[src/rtl/spi_eng_pkg.sv]
// Shared widths, mode encodings and decode helpers for the SPI shift engine.
// Assumes a 16-bit register half and a 32-bit maximum word.
package spi_eng_pkg;

    localparam int HALF_W   = 16;
    localparam int FULL_W   = 2 * HALF_W;
    localparam int BYTE_W   = 8;
    localparam int BITCNT_W = $clog2(FULL_W) + 1;
    localparam int HCNT_W   = 3;

    typedef enum logic [1:0] {
        WS_8  = 2'b00,
        WS_16 = 2'b01,
        WS_32 = 2'b10,
        WS_9  = 2'b11
    } wsize_e;

    typedef enum logic [1:0] {
        DIV_8  = 2'b00,
        DIV_4  = 2'b01,
        DIV_2  = 2'b10,
        DIV_14 = 2'b11
    } div_e;

    // Number of bits in one word for a size code.
    function automatic logic [BITCNT_W-1:0] word_bits(input wsize_e ws);
        case (ws)
            WS_8:    return BITCNT_W'(BYTE_W);
            WS_9:    return BITCNT_W'(BYTE_W + 1);
            WS_16:   return BITCNT_W'(HALF_W);
            default: return BITCNT_W'(FULL_W);
        endcase
    endfunction

    // Last count value of one half serial period (half ratio minus one).
    function automatic logic [HCNT_W-1:0] half_last(input div_e d);
        case (d)
            DIV_8:   return HCNT_W'(3);
            DIV_4:   return HCNT_W'(1);
            DIV_2:   return HCNT_W'(0);
            default: return HCNT_W'(6);
        endcase
    endfunction

    // Places the outgoing word at the top of the shift register.
    function automatic logic [FULL_W-1:0] left_align(input wsize_e ws,
                                                     input logic [HALF_W-1:0] lo,
                                                     input logic [HALF_W-1:0] hi,
                                                     input logic ninth);
        case (ws)
            WS_8:    return {lo[BYTE_W-1:0], {(FULL_W-BYTE_W){1'b0}}};
            WS_9:    return {ninth, lo[BYTE_W-1:0], {(FULL_W-BYTE_W-1){1'b0}}};
            WS_16:   return {lo, {HALF_W{1'b0}}};
            default: return {hi, lo};
        endcase
    endfunction

endpackage

[src/rtl/spi_rate_gen.sv]
// Serial bit-timing generator. Counts module clocks in two equal halves
// per bit and flags the end of each half. Assumes clr is held while idle
// so that every word starts at count zero in the first half.
module spi_rate_gen #(
    parameter int HCNT_W = 3
) (
    input  logic              clk,
    input  logic              rst_n,
    input  logic              clr,
    input  logic              run,
    input  logic [HCNT_W-1:0] half_last,
    output logic              phase_hi,
    output logic              mid_tick,
    output logic              end_tick
);

    logic [HCNT_W-1:0] cnt_q;
    logic              half_q;

    // Advance the half-period counter and toggle the half flag on wrap.
    always_ff @(posedge clk) begin
        if (!rst_n || clr) begin
            cnt_q  <= '0;
            half_q <= 1'b0;
        end else if (run) begin
            if (cnt_q == half_last) begin
                cnt_q  <= '0;
                half_q <= ~half_q;
            end else begin
                cnt_q <= cnt_q + 1'b1;
            end
        end
    end

    assign phase_hi = half_q;
    assign mid_tick = run && !half_q && (cnt_q == half_last);
    assign end_tick = run &&  half_q && (cnt_q == half_last);

endmodule

[src/rtl/spi_shift_path.sv]
// Transmit and receive shift registers. Transmit shifts left at each bit
// end; receive shifts in at the mid-bit sample point. Assumes load and
// mid_tick never coincide.
module spi_shift_path #(
    parameter int W = 32
) (
    input  logic         clk,
    input  logic         rst_n,
    input  logic         clr,
    input  logic         load,
    input  logic [W-1:0] load_word,
    input  logic         mid_tick,
    input  logic         end_tick,
    input  logic         miso,
    output logic         tx_bit,
    output logic [W-1:0] rx_bits
);

    logic [W-1:0] tx_q;
    logic [W-1:0] rx_q;

    // Load or shift the outgoing word.
    always_ff @(posedge clk) begin
        if (!rst_n || clr) begin
            tx_q <= '0;
        end else if (load) begin
            tx_q <= load_word;
        end else if (end_tick) begin
            tx_q <= {tx_q[W-2:0], 1'b0};
        end
    end

    // Collect incoming bits at each sample point.
    always_ff @(posedge clk) begin
        if (!rst_n || clr || load) begin
            rx_q <= '0;
        end else if (mid_tick) begin
            rx_q <= {rx_q[W-2:0], miso};
        end
    end

    assign tx_bit  = tx_q[W-1];
    assign rx_bits = rx_q;

endmodule

[src/rtl/spi_din_sync.sv]
// Multi-stage synchronizer that reports the data-in pin level.
// Cleared only by the module reset. Assumes STAGES >= 2.
module spi_din_sync #(
    parameter int STAGES = 2
) (
    input  logic clk,
    input  logic rst_n,
    input  logic din,
    output logic dout
);

    logic [STAGES-1:0] pipe_q;

    // Shift the pin level through the synchronizer stages.
    always_ff @(posedge clk) begin
        if (!rst_n) begin
            pipe_q <= '0;
        end else begin
            pipe_q <= {pipe_q[STAGES-2:0], din};
        end
    end

    assign dout = pipe_q[STAGES-1];

endmodule

[src/rtl/spi_shift_core.sv]
// Master SPI shift engine: one-deep holding register, bit timing, shift
// paths and result registers. Assumes configuration inputs stay static
// while a word is in flight, except for the data-out override.
module spi_shift_core #(
    parameter int SYNC_STAGES = 2
) (
    input  logic        clk,
    input  logic        rst_n,
    input  logic        cfg_enable,
    input  logic        cfg_soft_rst,
    input  logic [1:0]  cfg_word_size,
    input  logic [1:0]  cfg_clk_div,
    input  logic        cfg_cpol,
    input  logic        cfg_cpha,
    input  logic        cfg_idle_do,
    input  logic        cfg_force_do,
    input  logic        cfg_ninth_bit,
    input  logic [15:0] tx_lo,
    input  logic [15:0] tx_hi,
    input  logic        tx_valid,
    output logic        tx_ready,
    output logic        sclk,
    output logic        mosi,
    input  logic        miso,
    output logic        busy,
    output logic        done,
    output logic [15:0] rx_lo,
    output logic [15:0] rx_hi,
    output logic        din_level
);
    import spi_eng_pkg::*;

    logic                hold_full_q;
    logic [FULL_W-1:0]   hold_word_q;
    wsize_e              hold_ws_q;
    logic [HCNT_W-1:0]   hold_hl_q;
    logic                active_q;
    wsize_e              cur_ws_q;
    logic [HCNT_W-1:0]   cur_hl_q;
    logic [BITCNT_W-1:0] bits_left_q;
    logic [HALF_W-1:0]   rx_lo_q;
    logic [HALF_W-1:0]   rx_hi_q;
    logic                done_q;

    logic                phase_hi;
    logic                mid_tick;
    logic                end_tick;
    logic                tx_bit;
    logic [FULL_W-1:0]   rx_bits;
    logic                accept;
    logic                last_end;
    logic                load_now;

    assign tx_ready = cfg_enable && !hold_full_q && !cfg_soft_rst;
    assign accept   = tx_valid && tx_ready;
    assign last_end = end_tick && (bits_left_q == BITCNT_W'(1));
    assign load_now = hold_full_q && (!active_q || last_end) && !cfg_soft_rst;

    // Capture offered words and release them to the shifter.
    always_ff @(posedge clk) begin
        if (!rst_n || cfg_soft_rst) begin
            hold_full_q <= 1'b0;
            hold_word_q <= '0;
            hold_ws_q   <= WS_8;
            hold_hl_q   <= '0;
        end else if (accept) begin
            hold_full_q <= 1'b1;
            hold_word_q <= left_align(wsize_e'(cfg_word_size), tx_lo, tx_hi, cfg_ninth_bit);
            hold_ws_q   <= wsize_e'(cfg_word_size);
            hold_hl_q   <= half_last(div_e'(cfg_clk_div));
        end else if (load_now) begin
            hold_full_q <= 1'b0;
        end
    end

    // Track the word in flight and its remaining bit count.
    always_ff @(posedge clk) begin
        if (!rst_n || cfg_soft_rst) begin
            active_q    <= 1'b0;
            cur_ws_q    <= WS_8;
            cur_hl_q    <= '0;
            bits_left_q <= '0;
        end else if (load_now) begin
            active_q    <= 1'b1;
            cur_ws_q    <= hold_ws_q;
            cur_hl_q    <= hold_hl_q;
            bits_left_q <= word_bits(hold_ws_q);
        end else if (last_end) begin
            active_q <= 1'b0;
        end else if (end_tick) begin
            bits_left_q <= bits_left_q - 1'b1;
        end
    end

    // Write received bits into the result registers at word end.
    always_ff @(posedge clk) begin
        if (!rst_n || cfg_soft_rst) begin
            rx_lo_q <= '0;
            rx_hi_q <= '0;
            done_q  <= 1'b0;
        end else begin
            done_q <= last_end;
            if (last_end) begin
                case (cur_ws_q)
                    WS_8, WS_9: rx_lo_q[BYTE_W-1:0] <= rx_bits[BYTE_W-1:0];
                    WS_16:      rx_lo_q <= rx_bits[HALF_W-1:0];
                    default: begin
                        rx_hi_q <= rx_bits[FULL_W-1:HALF_W];
                        rx_lo_q <= rx_bits[HALF_W-1:0];
                    end
                endcase
            end
        end
    end

    spi_rate_gen #(
        .HCNT_W (HCNT_W)
    ) i_rate (
        .clk       (clk),
        .rst_n     (rst_n),
        .clr       (cfg_soft_rst || !active_q),
        .run       (active_q),
        .half_last (cur_hl_q),
        .phase_hi  (phase_hi),
        .mid_tick  (mid_tick),
        .end_tick  (end_tick)
    );

    spi_shift_path #(
        .W (FULL_W)
    ) i_path (
        .clk       (clk),
        .rst_n     (rst_n),
        .clr       (cfg_soft_rst),
        .load      (load_now),
        .load_word (hold_word_q),
        .mid_tick  (mid_tick),
        .end_tick  (end_tick),
        .miso      (miso),
        .tx_bit    (tx_bit),
        .rx_bits   (rx_bits)
    );

    spi_din_sync #(
        .STAGES (SYNC_STAGES)
    ) i_sync (
        .clk   (clk),
        .rst_n (rst_n),
        .din   (miso),
        .dout  (din_level)
    );

    assign sclk  = cfg_cpol ^ (active_q & (phase_hi ^ cfg_cpha));
    assign mosi  = (cfg_force_do || !active_q) ? cfg_idle_do : tx_bit;
    assign busy  = active_q;
    assign done  = done_q;
    assign rx_lo = rx_lo_q;
    assign rx_hi = rx_hi_q;

endmodule

[config.mk]
export PLATFORM = sky130hd
export DESIGN_NAME = spi_shift_core
export DESIGN_NICKNAME = d
export VERILOG_FILES = /design/src/rtl/spi_eng_pkg.sv /design/src/rtl/spi_rate_gen.sv /design/src/rtl/spi_shift_path.sv /design/src/rtl/spi_din_sync.sv /design/src/rtl/spi_shift_core.sv
export SDC_FILE = /design/constraint.sdc
export NUM_CORES = 1
export LEC_CHECK = 0
export BUFFER_PORTS_ARGS = -buffer_cell sky130_fd_sc_hd__buf_2
export CAP_MARGIN = 0
export CORE_MARGIN = 1.5
export CORE_UTILIZATION = 52
export DETAILED_ROUTE_END_ITERATION = 6
export HOLD_SLACK_MARGIN = 0.06
export PLACE_DENSITY = 0.75
export SLEW_MARGIN = 10
export SYNTH_ARGS = -nofsm -noshare
export SYNTH_HDL_FRONTEND = slang
export SYNTH_SLANG_ARGS = --single-unit
[constraint.sdc]
create_clock -name clk -period 1.9 [get_ports clk]
set_clock_uncertainty 0.2 [all_clocks]
set_input_delay 0.285 -clock clk [delete_from_list [all_inputs] [get_ports clk]]
set_output_delay 0.285 -clock clk [all_outputs]
set_load 0.02 [all_outputs]
==> reports/results.ini <==
[finish]
diodes = 0
final_common_cell = sky130_fd_sc_hd__dfxtp_1
fillCellCount = 767
finalNetCount = 920
most-common-layout-cells = sky130_fd_sc_hd__dfxtp_1 (147), sky130_fd_sc_hd__nand2_1 (141), sky130_fd_sc_hd__buf_2 (83)
finish.utilization_pct = 74.32
area_delta_synth_final_pct = 37.86
layout-drive-gt1-share_pct = 38.13

[route]
via_per_instance_ratio = 5.597
detail_route.first_pass.iterations = 7
drt_total_wl_um = 17610
drc_viols = 0
initialDrtViolationCount = 524
vias = 5843
antenna_left = 0
wl_per_cell_um = 16.86

[setup_path]
critPathRequiredTime_ns = 1.99
startpoint_of_the_worst_slack_reg_to_reg_timing_path = bits_left_q[3]
critical-path-slowest-cell = sky130_fd_sc_hd__or3_4
path_cells = or3_4, buf_4, or2_4, nor3b_2, buf_6, mux2i_1, nor2_1
worst_setup_path_end_kind = flop
worstPathMaxFanout = 8
worst_ep_arrival_time_ns = 2.22
worstSetupPathType = flop to flop
critPathLaunchType = flop
worst_r2r_endpoint = rx_lo[13]
r2r_setup_slack_ns = -0.22
max_stage_delay_ns = 0.38
reg2reg_depth = 7

[placement]
gpl.final_weighted_congestion = 0.9016
dpl.hpwl_um = 9937
buffers_on_ports = 84

[worst_hold_path]
worst_hold_depth = 4
worstHoldPathType = input pin to flop
whs_endpoint = hold_hl_q[1]
min_from = cfg_clk_div[0]

[global_routing]
antenna_violations_before_repair = 0
grt_start_max_net_pins = 39
grt_use_total_pct = 26.58
gr-total-overflow = 0
grt_first_pass_wirelength_um = 27420
vias_in_the_first_global_route = 5647

[clocking]
maximum_level_of_the_cts_h_tree = 4
clock_tree.root_cell = sky130_fd_sc_hd__clkbuf_16
worst_setup_hold_path_clk_slew_ns = 0.06
numCtsBuffers = 17
cts_max_path_buffers = 2
cts_tree = done
worst_skew_pair.late_latency_ns = 0.42
cts_sinks = 153

[power]
power_leakage_uw = 0.003214
total_design_power_uw = 7377
peakVddDrop_v = 0.0006502
power_per_cell_area_nw_per_um2 = 816.1

[timing]
min_period_over_period_pct = 111.8
fmaxAchievable_ghz = 0.4706
worst_slack_ns = -0.2248
endpoints_failing_setup = 104
time_the_worst_path_needs_with_i_o_delays_and_setup_ns = 2.125
hold-worst-slack_ns = 0.06666
setup_tns_ns = -12.42
timing.slew.headroom_pct = 62.07
setup_repair_after_global_routing_missed_its_margin = yes
timing_hold_violations_final = 0
tightest_slew_ns = 0.5638
drv_slew = 0

[die]
start_util_pct = 53.91
placementRows = 40
core-area_um2 = 12160
die_area_um2 = 13290
die_h_um = 115.3
i_o_pin_count = 85
die_w_um = 115.3

[logic_synthesis]
yosys_warnings = 0
mappedNetlistNets = 779
postSynthRegisterBits = 153
number_of_instances_in_the_synthesized_netlist = 722
average_instance_area_after_synthesis_um2 = 9.081
ys_types = 46
syn_area_um2 = 6556
ys.flop_type = sky130_fd_sc_hd__dfxtp_1
synth_seq_area_share_pct = 46.72
asyncSetResetFlopFracSynth_pct = 0
synth-edff-count = 0

[run_status]
violations = setup timing
outcome = finished with violations

[job]
max-cap-violations = 0

-- worst max-delay path, delay by kind of cell (launching register included) --
kind	cells	cell delay, ns
AND/OR/NAND/NOR	4	0.93
buffers and inverters	2	0.34
flip-flops	1	0.32
multiplexers	1	0.21
-- per-stage QoR --
| stage | worst slack, ns | instance area [um2] | instances |
|---|---|---|---|
| floorplan | -0.1463 | 6795 | 722 |
| detailed placement | -0.1998 | 7531 | 965 |
| finish | -0.2248 | 9039 | 1044 |
| CTS | -0.1660 | 8760 | 1035 |
| global route | -0.2849 | 9039 | 1044 |
| global placement | -0.1557 | 7531 | 965 |
-- final cells by class --
| type | instances | area (um2) | share of cell area [%] |
|---|---|---|---|
| repair buffers | 177 | 1438 | 15.91 |
| clock buffers | 25 | 515.5 | 5.703 |
| flip-flops and latches | 153 | 3075 | 34.03 |
| well taps | 168 | 210.2 | 2.326 |
| multi-input cells | 505 | 3631 | 40.17 |
| inverters | 9 | 33.78 | 0.3738 |
| clock inverters | 7 | 135.1 | 1.495 |
-- metal layers --
layer	vias up	GRT usage, %	routed length (um)
met4	0	13.83	692
met1	2778	31.23	7192
met3	71	6.853	907
met2	243	44.88	8813
li1	2751	-	-
met5	-	0	0
-- cell usage after synthesis (3+ instances only) --
| master | count | area [um2] |
|---|---|---|
| sky130_fd_sc_hd__a211oi_2 | 31 | 387.9 |
| sky130_fd_sc_hd__a21oi_1 | 87 | 435.4 |
| sky130_fd_sc_hd__a221oi_1 | 8 | 70.07 |
| sky130_fd_sc_hd__and2_1 | 4 | 25.02 |
| sky130_fd_sc_hd__and3_1 | 4 | 25.02 |
| sky130_fd_sc_hd__buf_2 | 10 | 50.05 |
| sky130_fd_sc_hd__buf_6 | 8 | 90.09 |
| sky130_fd_sc_hd__buf_8 | 3 | 45.04 |
| sky130_fd_sc_hd__clkbuf_1 | 33 | 123.9 |
| sky130_fd_sc_hd__dfxtp_1 | 153 | 3063 |
| sky130_fd_sc_hd__ha_1 | 10 | 125.1 |
| sky130_fd_sc_hd__inv_1 | 9 | 33.78 |
| sky130_fd_sc_hd__mux2i_1 | 50 | 500.5 |
| sky130_fd_sc_hd__mux4_2 | 8 | 180.2 |
| sky130_fd_sc_hd__nand2_1 | 152 | 570.6 |
| sky130_fd_sc_hd__nand2b_1 | 4 | 25.02 |
| sky130_fd_sc_hd__nand3_1 | 19 | 95.09 |
| sky130_fd_sc_hd__nand3b_1 | 3 | 22.52 |
| sky130_fd_sc_hd__nor2_1 | 67 | 251.5 |
| sky130_fd_sc_hd__nor2b_1 | 9 | 56.30 |
| sky130_fd_sc_hd__nor3_1 | 9 | 45.04 |
| sky130_fd_sc_hd__nor3b_1 | 3 | 22.52 |
| sky130_fd_sc_hd__o21ai_0 | 3 | 15.01 |
| sky130_fd_sc_hd__xnor2_1 | 5 | 43.79 |
-- timing repair --
item | CTS | global route
endpoints found under the setup margin | 85 | 112
pin swaps | 7 | 9
setup buffers | 7 | 9
gates resized for setup | 45 | 52
hold endpoints to repair | 28 | 0
cloned | 4 | 2
hold buffers | 28 | 0
-- power by group --
part	internal, uW	switching [uW]
registers	3220	14.0
clock network	2400	1260
logic	218	256
-- cell families (layout without fill, tap and decap cells) --
| logic type | count (synthesis) | count (layout) | share of synthesized area, % |
|---|---|---|---|
| simple gates | 285 | 285 | 18.76 |
| flops | 153 | 153 | 46.72 |
| compound gates | 142 | 143 | 15.61 |
| buf+inv | 65 | 218 | 5.344 |
| mux | 60 | 60 | 10.73 |
| fa+ha+maj | 10 | 10 | 1.908 |
| xor+xnor | 7 | 7 | 0.9351 |
-- worst max path at each step --
stage | end | startpoint | slack [ns] | depth (start not counted)
floorplan | i_path.tx_q[21] | bits_left_q[3] | -0.15 | 7
global placement | bits_left_q[4] | cfg_soft_rst | -0.16 | 6
detailed placement | bits_left_q[4] | cfg_soft_rst | -0.20 | 6
CTS | bits_left_q[4] | bits_left_q[3] | -0.17 | 5
global route | rx_lo[13] | bits_left_q[3] | -0.28 | 7
finish | rx_lo[13] | bits_left_q[3] | -0.22 | 7
-- state kept, by name, summed over array words and instances, names as in the netlist --
register,flops
hold_full_q,1
done,1
rx_lo,16
hold_ws_q,2
i_path.tx_q,32
hold_hl_q,3
i_rate.cnt_q,3
cur_hl_q,3
cur_ws_q,2
i_rate.phase_hi,1
hold_word_q,32
i_sync.pipe_q,2
busy,1
bits_left_q,6
rx_hi,16
i_path.rx_bits,32
(Power assumes the default switching activity.)
